File: config.mk
export PLATFORM = sky130hd
export DESIGN_NAME = lu_guard
export DESIGN_NICKNAME = d
export VERILOG_FILES = /design/src/rtl/lu_guard_pkg.sv /design/src/rtl/lu_guard_chan.sv /design/src/rtl/lu_guard_fifo.sv /design/src/rtl/lu_guard.sv
export SDC_FILE = /design/constraint.sdc
export NUM_CORES = 1
export LEC_CHECK = 0
export BUFFER_PORTS_ARGS = -buffer_cell sky130_fd_sc_hd__buf_2
export CAP_MARGIN = 20
export CELL_PAD_IN_SITES_DETAIL_PLACEMENT = 1
export CELL_PAD_IN_SITES_GLOBAL_PLACEMENT = 2
export CORE_MARGIN = 8
export CORE_UTILIZATION = 42
export DETAILED_ROUTE_END_ITERATION = 10
export PLACE_DENSITY = 0.86
export SLEW_MARGIN = 20
export SYNTH_ARGS = -nofsm -noshare
export SYNTH_HDL_FRONTEND = slang
export SYNTH_SLANG_ARGS = --single-unit
File: constraint.sdc
create_clock -name clk -period 5.6 [get_ports clk]
set_clock_uncertainty 0.1 [all_clocks]
set_input_delay 0.84 -clock clk [delete_from_list [all_inputs] [get_ports clk]]
set_output_delay 0.84 -clock clk [all_outputs]
set_load 0.1 [all_outputs]
File: src/rtl/lu_guard_pkg.sv
package lu_guard_pkg;
  localparam int NSUP    = 2;
  localparam int SUP_ANA = 0;
  localparam int SUP_DIG = 1;

  typedef enum logic [1:0] {
    CH_IDLE  = 2'd0,
    CH_HOLD  = 2'd1,
    CH_DRIVE = 2'd2
  } ch_state_e;
endpackage

File: src/rtl/lu_guard_chan.sv
module lu_guard_chan
  import lu_guard_pkg::*;
#(
  parameter int HW          = 8,
  parameter int RESTORE_CYC = 4
) (
  input  logic          clk,
  input  logic          rst_n,
  input  logic          trip_i,
  input  logic [HW-1:0] holdoff_i,
  input  logic          block_i,
  output logic          commit_o,
  output logic          restore_o
);
  localparam int RW  = (RESTORE_CYC > 1) ? $clog2(RESTORE_CYC) : 1;
  localparam int TCW = (HW > RW) ? HW : RW;

  logic            s1_q, s2_q, seen_q;
  ch_state_e       st_q;
  logic [TCW-1:0]  tmr_q;

  // two-stage synchronizer
  always_ff @(posedge clk or negedge rst_n) begin
    if (!rst_n) begin
      s1_q <= 1'b0;
      s2_q <= 1'b0;
    end else begin
      s1_q <= trip_i;
      s2_q <= s1_q;
    end
  end

  // glitch filter: two consecutive high samples while armed
  assign commit_o  = (st_q == CH_IDLE) && s2_q && seen_q;
  assign restore_o = (st_q == CH_DRIVE);

  always_ff @(posedge clk or negedge rst_n) begin
    if (!rst_n) begin
      st_q   <= CH_IDLE;
      tmr_q  <= '0;
      seen_q <= 1'b0;
    end else begin
      case (st_q)
        CH_IDLE: begin
          seen_q <= s2_q;
          if (commit_o) begin
            st_q   <= CH_HOLD;
            tmr_q  <= TCW'(holdoff_i);
            seen_q <= 1'b0;
          end
        end
        CH_HOLD: begin
          if (tmr_q == '0) begin
            if (!block_i) begin
              st_q  <= CH_DRIVE;
              tmr_q <= TCW'(RESTORE_CYC - 1);
            end
          end else begin
            tmr_q <= tmr_q - 1'b1;
          end
        end
        CH_DRIVE: begin
          if (tmr_q == '0) st_q <= CH_IDLE;
          else             tmr_q <= tmr_q - 1'b1;
        end
        default: st_q <= CH_IDLE;
      endcase
    end
  end

  // a commit needs the raw line high at two successive sampling edges
  a_r2_two_samples: assert property (@(posedge clk) disable iff (!rst_n)
    commit_o |-> ($past(trip_i, 2) && $past(trip_i, 3)));

  // a restore never starts without a committed event in hold
  a_r4_restore_from_hold: assert property (@(posedge clk) disable iff (!rst_n)
    $rose(restore_o) |-> !$past(commit_o));
endmodule

File: src/rtl/lu_guard_fifo.sv
module lu_guard_fifo #(
  parameter int W     = 34,
  parameter int DEPTH = 4
) (
  input  logic         clk,
  input  logic         rst_n,
  input  logic         push_i,
  input  logic [W-1:0] data_i,
  input  logic         pop_i,
  output logic         valid_o,
  output logic [W-1:0] data_o
);
  localparam int AW = (DEPTH > 1) ? $clog2(DEPTH) : 1;
  localparam int NW = $clog2(DEPTH + 1);

  logic [W-1:0]  mem_q [DEPTH];
  logic [AW-1:0] wr_q, rd_q;
  logic [NW-1:0] num_q;
  logic          full_w, do_push, do_pop;

  function automatic logic [AW-1:0] ptr_next(input logic [AW-1:0] p);
    return (p == AW'(DEPTH - 1)) ? '0 : p + 1'b1;
  endfunction

  assign full_w  = (num_q == NW'(DEPTH));
  assign valid_o = (num_q != '0);
  assign do_push = push_i && !full_w;
  assign do_pop  = pop_i && valid_o;
  assign data_o  = mem_q[rd_q];

  always_ff @(posedge clk) begin
    if (do_push) mem_q[wr_q] <= data_i;
  end

  always_ff @(posedge clk or negedge rst_n) begin
    if (!rst_n) begin
      wr_q  <= '0;
      rd_q  <= '0;
      num_q <= '0;
    end else begin
      if (do_push) wr_q <= ptr_next(wr_q);
      if (do_pop)  rd_q <= ptr_next(rd_q);
      case ({do_push, do_pop})
        2'b10:   num_q <= num_q + 1'b1;
        2'b01:   num_q <= num_q - 1'b1;
        default: num_q <= num_q;
      endcase
    end
  end

  // occupancy never exceeds the depth
  a_r9_no_overflow: assert property (@(posedge clk) disable iff (!rst_n)
    num_q <= NW'(DEPTH));

  // the head record only changes on a pop
  a_r9_head_stable: assert property (@(posedge clk) disable iff (!rst_n)
    (valid_o && !pop_i) |=> (valid_o && $stable(data_o)));
endmodule

File: src/rtl/lu_guard.sv
module lu_guard
  import lu_guard_pkg::*;
#(
  parameter int TW          = 16,
  parameter int HW          = 8,
  parameter int CW          = 8,
  parameter int DEPTH       = 4,
  parameter int RESTORE_CYC = 4,
  parameter int LOCK_N      = 3
) (
  input  logic          clk,
  input  logic          rst_n,
  input  logic [1:0]    trip_i,
  output logic [1:0]    restore_o,
  input  logic [TW-1:0] tbase_i,
  input  logic [HW-1:0] holdoff_i,
  input  logic [TW-1:0] min_gap_i,
  input  logic          lock_clr_i,
  output logic          locked_o,
  output logic          ev_valid_o,
  input  logic          ev_pop_i,
  output logic          ev_supply_o,
  output logic [TW-1:0] ev_stamp_o,
  output logic [TW-1:0] ev_gap_o,
  output logic          ev_fast_o,
  output logic [CW-1:0] cnt_ana_o,
  output logic [CW-1:0] cnt_dig_o
);
  localparam int EW = 2 + 2 * TW;
  localparam int SW = $clog2(LOCK_N + 1);

  // interval between stamps, all ones when no earlier record exists
  function automatic logic [TW-1:0] gap_of(input logic [TW-1:0] now,
                                           input logic [TW-1:0] prev,
                                           input logic          first);
    return first ? '1 : (now - prev);
  endfunction

  function automatic logic [CW-1:0] sat_inc(input logic [CW-1:0] v);
    return (v == '1) ? v : v + 1'b1;
  endfunction

  logic [NSUP-1:0] commit_w, pend_q, serve_oh;
  logic [TW-1:0]   stamp_q [NSUP];
  logic [CW-1:0]   cnt_q   [NSUP];
  logic            block_w, serve_any, serve_sup;
  logic [TW-1:0]   log_stamp, log_gap, last_q;
  logic            log_fast, have_prev_q, lock_set, locked_q;
  logic [SW-1:0]   streak_q;
  logic [EW-1:0]   push_rec, head_rec;

  for (genvar i = 0; i < NSUP; i++) begin : g_sup
    lu_guard_chan #(.HW(HW), .RESTORE_CYC(RESTORE_CYC)) u_chan (
      .clk      (clk),
      .rst_n    (rst_n),
      .trip_i   (trip_i[i]),
      .holdoff_i(holdoff_i),
      .block_i  (block_w),
      .commit_o (commit_w[i]),
      .restore_o(restore_o[i])
    );

    always_ff @(posedge clk or negedge rst_n) begin
      if (!rst_n) begin
        stamp_q[i] <= '0;
        pend_q[i]  <= 1'b0;
        cnt_q[i]   <= '0;
      end else begin
        if (commit_w[i]) stamp_q[i] <= tbase_i;
        pend_q[i] <= (pend_q[i] && !serve_oh[i]) || commit_w[i];
        if (serve_oh[i]) cnt_q[i] <= sat_inc(cnt_q[i]);
      end
    end

    // a counter never moves backwards
    a_r10_cnt_mono: assert property (@(posedge clk) disable iff (!rst_n)
      cnt_q[i] >= $past(cnt_q[i]));

    // no restore begins from a locked state
    a_r8_no_restore_locked: assert property (@(posedge clk) disable iff (!rst_n)
      $rose(restore_o[i]) |-> !$past(locked_q));
  end

  // fixed priority: analog record is logged before digital
  assign serve_any = |pend_q;
  assign serve_sup = !pend_q[SUP_ANA];
  assign serve_oh  = pend_q[SUP_ANA] ? 2'b01 : (pend_q[SUP_DIG] ? 2'b10 : 2'b00);

  assign log_stamp = stamp_q[serve_sup];
  assign log_gap   = gap_of(log_stamp, last_q, !have_prev_q);
  assign log_fast  = have_prev_q && (log_gap < min_gap_i);
  assign lock_set  = serve_any && log_fast && ((streak_q + 1'b1) >= SW'(LOCK_N));
  assign block_w   = locked_q || lock_set;

  always_ff @(posedge clk or negedge rst_n) begin
    if (!rst_n) begin
      last_q      <= '0;
      have_prev_q <= 1'b0;
      streak_q    <= '0;
      locked_q    <= 1'b0;
    end else begin
      if (serve_any) begin
        last_q      <= log_stamp;
        have_prev_q <= 1'b1;
      end
      if (lock_clr_i) begin
        locked_q <= 1'b0;
        streak_q <= '0;
      end else begin
        if (lock_set) locked_q <= 1'b1;
        if (serve_any) begin
          if (!log_fast)                   streak_q <= '0;
          else if (streak_q != SW'(LOCK_N)) streak_q <= streak_q + 1'b1;
        end
      end
    end
  end

  assign push_rec = {serve_sup, log_stamp, log_gap, log_fast};

  lu_guard_fifo #(.W(EW), .DEPTH(DEPTH)) u_queue (
    .clk    (clk),
    .rst_n  (rst_n),
    .push_i (serve_any),
    .data_i (push_rec),
    .pop_i  (ev_pop_i),
    .valid_o(ev_valid_o),
    .data_o (head_rec)
  );

  assign ev_supply_o = head_rec[EW-1];
  assign ev_stamp_o  = head_rec[EW-2 -: TW];
  assign ev_gap_o    = head_rec[TW:1];
  assign ev_fast_o   = head_rec[0];
  assign locked_o    = locked_q;
  assign cnt_ana_o   = cnt_q[SUP_ANA];
  assign cnt_dig_o   = cnt_q[SUP_DIG];

  // lockout only engages on a fast record
  a_r7_lock_on_fast: assert property (@(posedge clk) disable iff (!rst_n)
    $rose(locked_q) |-> $past(serve_any && log_fast));

  // simultaneous commits are logged analog first, digital next
  a_r6_order: assert property (@(posedge clk) disable iff (!rst_n)
    (commit_w[SUP_ANA] && commit_w[SUP_DIG]) |=> (serve_oh == 2'b01) ##1 (serve_oh == 2'b10));
endmodule

==> results of run 1 <==
layout make-up:
cell class / instances / area [um2] / share of cell area
flip-flops and latches: 239 / 6660 / 0.520
repair buffers: 113 / 603 / 0.0471
well taps: 335 / 419 / 0.0327
inverters: 64 / 240 / 0.0188
multi-input cells: 466 / 3990 / 0.311
clock inverters: 13 / 148 / 0.0115
clock buffers: 35 / 747 / 0.0583
routing by layer:
layer / global-route usage / vias up / share of wire
met3: 0.0323 / 40 / 0.053
li1: - / 3170 / -
met1: 0.212 / 3375 / 0.44
met4: 0.0347 / 10 / 0.014
met5: 0 / - / 0.0026
met2: 0.274 / 125 / 0.49
flip-flops by register name, summed over array words and instances (netlist names):
signal / flops
last_q: 16
u_queue.wr_q: 2
stamp_q: 32
g_sup.u_chan.s1_q: 2
have_prev_q: 1
u_queue.rd_q: 2
g_sup.u_chan.seen_q: 2
g_sup.u_chan.tmr_q: 16
u_queue.num_q: 3
u_queue.mem_q: 136
g_sup.u_chan.st_q: 4
pend_q: 2
cnt_dig_o: 8
cnt_ana_o: 8
locked_o: 1
g_sup.u_chan.s2_q: 2
streak_q: 2
placed cells by master, fill, tap and decap left out, types with 29 or more instances in the layout:
master	n
edfxtp_1	136
dfrtp_1	101
buf_2	98
inv_1	64
mux2_2	53
ha_1	52
nor2_1	46
nand2_1	40
a21oi_1	39
mux4_2	34
o21ai_0	29
per-stage QoR:
stage | util | setup WS [ns] | cells | hold WS, ns
floorplan | - | 0.741 | 797 | 0.231
global placement | 0.459 | 0.282 | 1217 | 0.233
detailed placement | 0.459 | 0.0527 | 1217 | 0.236
CTS | 0.494 | 0.250 | 1265 | 0.250
global route | 0.494 | 0.0203 | 1265 | 0.253
finish | 0.494 | 0.431 | 1265 | 0.248
how the worst min path moves through the flow:
stage	startpoint	end	slack, ns	cells past startpoint
3_3_place_gp	g_sup[1].u_chan.s1_q	g_sup[1].u_chan.s2_q	0.23	0
2_1_floorplan	g_sup[0].u_chan.s1_q	g_sup[0].u_chan.s2_q	0.23	0
4_1_cts	g_sup[0].u_chan.s1_q	g_sup[0].u_chan.s2_q	0.25	0
5_1_grt	g_sup[0].u_chan.s1_q	g_sup[0].u_chan.s2_q	0.25	0
3_5_place_dp	g_sup[1].u_chan.s1_q	g_sup[1].u_chan.s2_q	0.24	0
6_report	g_sup[1].u_chan.s1_q	g_sup[1].u_chan.s2_q	0.25	0
cells by family after synthesis:
group,Yosys count
xor gates and xnor gates,25
adders and majority gates,54
DFF,239
buffers and inverters,92
and+or+nand+nor,155
AOI/OAI and AO/OA,138
muxes,94
repair_timing:
action / 4_1_cts / 5_1_grt
setup buffers: 0 / 0
pin swaps: 0 / 0
endpoints found under the setup margin: 1 / 19
gates resized for setup: 1 / 4
worst reg2reg max path, stage by stage (launching register included):
cell	delay, ns
dfrtp_2	0.45
buf_4	0.29
mux2_2	0.44
ha_1	0.36
a2111oi_0	0.66
nand2_1	0.12
o31ai_1	0.31
xnor2_1	0.15
nand2_1	0.13
ha_1	0.37
nand2_1	0.07
nor3_1	0.20
o311ai_1	0.16
a41o_1	0.34
buf_4	0.18
a211o_1	0.28
o21ai_0	0.10
mux2_2	0.35
==> run summary, run 1 <==
Status = finished clean
Die span in x = 178 um
CTS buffer count = 26
F_max = 193 MHz
Drt first pass iters = 4
Commonest cells in the netlist = edfxtp_1 (136), dfrtp_1 (103), inv_1 (64)
Synth Area in Compound Gates = 0.0806
Vias = 6720
Die H = 178 um
DRC = 0
Mean Syn Cell Area = 13.8 um2
Synth Instances = 797
Critical path's largest stage delay = 0.66 ns
Setup violations, final = 0
Most area-consuming cells after synthesis = edfxtp_1 (37%), dfrtp_1 (23%), mux4_2 (7.0%), ha_1 (5.9%), mux2_2 (5.4%)
Pin count of the biggest net entering global routing = 66
Final GP Congestion = 0.773
Xor and xnor area share after synthesis = 0.0199
Crit share post-route = 0.923
Fraction of the mapped netlist area in adder cells = 0.0628
# IOs = 100
Largest family of logic cells by synthesized area = multiplexers
Netlist cell types = 61
Crit Path Category = reg -> reg
Critical path's slowest cell = a2111oi_0
Die area = 31600 um2
CTS tree = done
R2R cell count = 17
H-tree lvl count = 1
Initial antenna violation count = 5
Max Slew Vio Count = 0
Synth Area in Simple Gates = 0.0673
Ant diodes = 0
Ys flop type = edfxtp_1
Placement Cell Area = 11900 um2
Number of hold buffers added after CTS = 0
Crit end category = flop
Top-count cell post-synth = edfxtp_1
EDFF count, synth = 136
Total number of yosys warnings = 0
#FFs+latches synth = 239
CP delay by family, top = compound AO/OA/AOI/OAI gates
Final Hold Viols = 0
Cell row count = 59
WL final = 25300 um
Ys async rst share = 0.431
Synth area leader = edfxtp_1
Proportion of synthesized area in mux cells = 0.130
Net count, final = 1010
Global-route usage over all layers = 0.162
IO buf count = 99
Root buf cell = clkbuf_16
Synth-to-Final Area Change = 16.5%
Most frequent CP cell = nand2_1
Worst-path clk slew = 0.07 ns
Worst path buffer plus inverter count = 2
WL per Instance = 20.0 um
Grt total ovfl = 0
RSZ-0062 raised after global routing = no
CP Data Required Time = 5.90 ns
CP cell instances = buf_4, mux2_2, ha_1, a2111oi_0, nand2_1, o31ai_1, xnor2_1, nand2_1, ha_1, nand2_1, nor3_1, o311ai_1, a41o_1, buf_4, a211o_1, o21ai_0, mux2_2
Filler cells = 2657
Synth top area share = 0.371
DR vias/cell = 5.31
Number of cells on the critical path = 17
Register area share after synthesis = 0.606
Crit. Startpoint = pend_q[0]
Initial Util = 0.424
Initial drt markers = 294
Pin slew with the least headroom to its limit = 1.03 ns
Worst r2r src = pend_q[0]
TritonCTS sink count = 239
Setup crit start kind = flop
Cell area after layout = 12800 um2
Crit path to = g_sup[0].u_chan.st_q[0]
Maxcap violations = 0
Core region area = 25900 um2
Ratio of cells with drive above 1 in the final layout = 0.273
ANT nets after route = 0
R2R Setup Slk = 0.43 ns
Worst r2r dst = g_sup[0].u_chan.st_q[0]
Hold Crit Class = reg -> reg
CP max FO = 17
Crit path time final = 5.17 ns
Vias in the first global route = 7312
WP data arrival = 5.47 ns
Max transition margin = 0.308
Setup TNS = 0 ns
Mapped Nets = 897
First-pass GRT wire length = 40500 um
HPWL after DPL = 17500 um
Clk buf depth = 3
Clk_lat worst skew = 0.52 ns
Post-Syn Area = 11000 um2
Power of run 1 is left out: the tool's default activity adds up to more than one toggle a clock period on the data nets, which glitch-free logic cannot reach.
==> inputs of run 2 (changes only) <==
--- a/config.mk
+++ b/config.mk
@@ -10,9 +10,9 @@
 export CELL_PAD_IN_SITES_DETAIL_PLACEMENT = 1
 export CELL_PAD_IN_SITES_GLOBAL_PLACEMENT = 2
 export CORE_MARGIN = 8
-export CORE_UTILIZATION = 42
+export CORE_UTILIZATION = 45
 export DETAILED_ROUTE_END_ITERATION = 10
-export PLACE_DENSITY = 0.86
+export PLACE_DENSITY = 0.91
 export SLEW_MARGIN = 20
 export SYNTH_ARGS = -nofsm -noshare
 export SYNTH_HDL_FRONTEND = slang
==> constraint.sdc (replaced) <==
create_clock -name clk -period 6.7 [get_ports clk]
set_clock_uncertainty 0.1 [all_clocks]
set_input_delay 1.005 -clock clk [delete_from_list [all_inputs] [get_ports clk]]
set_output_delay 1.005 -clock clk [all_outputs]
set_load 0.1 [all_outputs]
==> run 2 against run 1 <==
Critical path depth is 1 higher; die area shrank 6.1%; global-route usage increased by 1.5 points; first-iteration DRC count increased by 1.7%; wire length grew 1.2%; fmax down 12%; worst hold slack about the same; flip-flop and latch count unchanged; worst setup slack better by 0.37 ns; utilization is 3.1 points higher; via count increased by 1.5%; non-clock buffer count down 5; critical endpoint is now g_sup[1].u_chan.tmr_q[6]; highest routed layer unchanged.
==> run summary, run 2 (synthesis gave the netlist of run 1 again) <==
# IOs = 100 (unchanged)
Crit end category = flop
Multi-input gate area = 3970 um2 (-0.47%)
Setup TNS = 0 ns (unchanged)
ANT nets after route = 0 (unchanged)
Maxcap violations = 0 (unchanged)
H-tree lvl count = 1 (unchanged)
Max transition margin = 0.309 (+0.000498)
CP Data Required Time = 7.00 ns (+1.10 ns)
CTS buffer count = 26 (unchanged)
Filler cells = 2424 (-8.8%)
Ratio of cells with drive above 1 in the final layout = 0.261 (-0.0126)
Most frequent CP cell = o21ai_0
Vias in the first global route = 7493 (+2.5%)
Post-CTS sizing = 0 (-1)
Pin slew with the least headroom to its limit = 1.03 ns (-0.00476 ns)
Cell row count = 57 (-3.4%)
Die area = 29700 um2 (-6.1%)
Global-route usage over all layers = 0.177 (+0.0153)
Initial antenna violation count = 3 (-2)
Worst setup margin = 0.797 ns (+0.366 ns)
Core region area = 24200 um2 (-6.7%)
Net count, final = 1005 (-0.50%)
CTS tree = done
Crit path time final = 5.90 ns (+0.734 ns)
Setup violations, final = 0 (unchanged)
Final GP Congestion = 0.804 (+4.0%)
Initial Util = 0.455 (+0.0304)
Flip-flop count of the largest register after layout = 136 (unchanged)
Placement Cell Area = 11800 um2 (-0.43%)
Number of setup buffers added after CTS = 0 (unchanged)
Cell area after layout = 12700 um2 (-0.75%)
Initial drt markers = 299 (+1.7%)
Drt first pass iters = 4 (unchanged)
Final Hold Viols = 0 (unchanged)
Hold Crit Class = reg -> reg
Max Slew Vio Count = 0 (unchanged)
Critical path's slowest cell = o21ai_1
RSZ-0062 raised after global routing = no
Largest reg by FF count = u_queue.mem_q
TritonCTS sink count = 239 (unchanged)
WL per Instance = 20.5 um (+2.5%)
Setup crit start kind = flop
WL final = 25600 um (+1.2%)
Clk buf depth = 3 (unchanged)
DRC = 0 (unchanged)
Worst-path clk slew = 0.06 ns (about the same)
Critical path's largest stage delay = 0.85 ns (+0.19 ns)
CP max FO = 16 (-1)
Most frequent cells in the layout = edfxtp_1 (136), dfrtp_1 (102), buf_2 (98)
Die H = 172 um (-3.1%)
CP cell instances = mux2i_1, inv_1, ha_1, nor2b_1, o31a_1, o21ai_0, a21oi_1, a41oi_1, nor2b_1, o21ai_0, ha_1, nand2_1, nor3_1, o311ai_1, a41o_1, o21ai_1, o21ai_0, a22o_1
F_max = 169 MHz (-12%)
First-pass GRT wire length = 41400 um (+2.2%)
Number of hold buffers added after CTS = 0 (unchanged)
Vias = 6821 (+1.5%)
Synth-to-Final Area Change = 15.6%
WP data arrival = 6.20 ns (+0.73 ns)
Ant diodes = 0 (unchanged)
Top Registers = u_queue.mem_q (136), stamp_q (32)
Clk_lat worst skew = 0.53 ns (about the same)
IO buf count = 99 (unchanged)
HPWL after DPL = 17300 um (-0.85%)
Dpl ws = 0.800 ns (+0.747 ns)
Commonest non-fill, non-tap cell in the layout = edfxtp_1
Pin count of the biggest net entering global routing = 63 (-4.5%)
Die span in x = 172 um (-3.1%)
Grt total ovfl = 0 (unchanged)
DR vias/cell = 5.46 (+2.8%)
Status = finished clean
FF+latch area = 6660 um2 (about the same)
Root buf cell = clkbuf_16
Crit share post-route = 0.881 (-0.0420)
Crit Path Category = reg -> reg
[run 2: metrics by stage]
stage | util | instances | hold slack, ns
floorplan | - | 797 | 0.231
global placement | 0.490 | 1201 | 0.236
detailed placement | 0.490 | 1201 | 0.236
CTS | 0.526 | 1249 | 0.250
global route | 0.526 | 1249 | 0.257
finish | 0.526 | 1249 | 0.248
[run 2: cell type report]
| cell class | count | area share |
|---|---|---|
| sequential | 239 | 0.524 |
| clock inverter | 13 | 0.0138 |
| multi-input combinational | 466 | 0.312 |
| clock buffer | 35 | 0.0546 |
| tap | 324 | 0.0319 |
| inverter | 64 | 0.0189 |
| timing repair buffer | 108 | 0.0445 |
[run 2: path summary, 6_finish.rpt]
path / endpoint / slack [ns] / from / cells after the start
max in group asynchronous: stamp_q[7] / 4.86 / rst_n / 2
hold / removal: g_sup[0].u_chan.s2_q / 0.25 / g_sup[0].u_chan.s1_q / 0
min in group asynchronous: g_sup[0].u_chan.tmr_q[0] / 0.39 / rst_n / 1
setup reg to reg: g_sup[1].u_chan.tmr_q[6] / 0.80 / pend_q[0] / 18
hold reg to reg: g_sup[0].u_chan.s2_q / 0.25 / g_sup[0].u_chan.s1_q / 0
setup / recovery: g_sup[1].u_chan.tmr_q[6] / 0.80 / pend_q[0] / 18
[run 2: critical path, delay by kind of cell (launching register included)]
kind | cells | cell delay (ns)
adder cells (fa/ha/maj) | 2 | 0.55
flip-flops | 1 | 0.48
AO/OA/AOI/OAI | 10 | 3.56
multiplexers | 1 | 0.40
buffers and inverters | 1 | 0.16
AND/OR/NAND/NOR | 4 | 0.51
[run 2: routing by layer]
layer | global-route usage | up-vias | routed length [um] | part of all wire
li1 | - | 3154 | - | -
met3 | 0.0297 | 39 | 1110 | 0.043
met5 | 0 | - | 32 | 0.0012
met1 | 0.224 | 3498 | 11200 | 0.44
met2 | 0.316 | 124 | 12900 | 0.50
met4 | 0.0345 | 6 | 374 | 0.015
Power of run 2 is left out for the same reason.
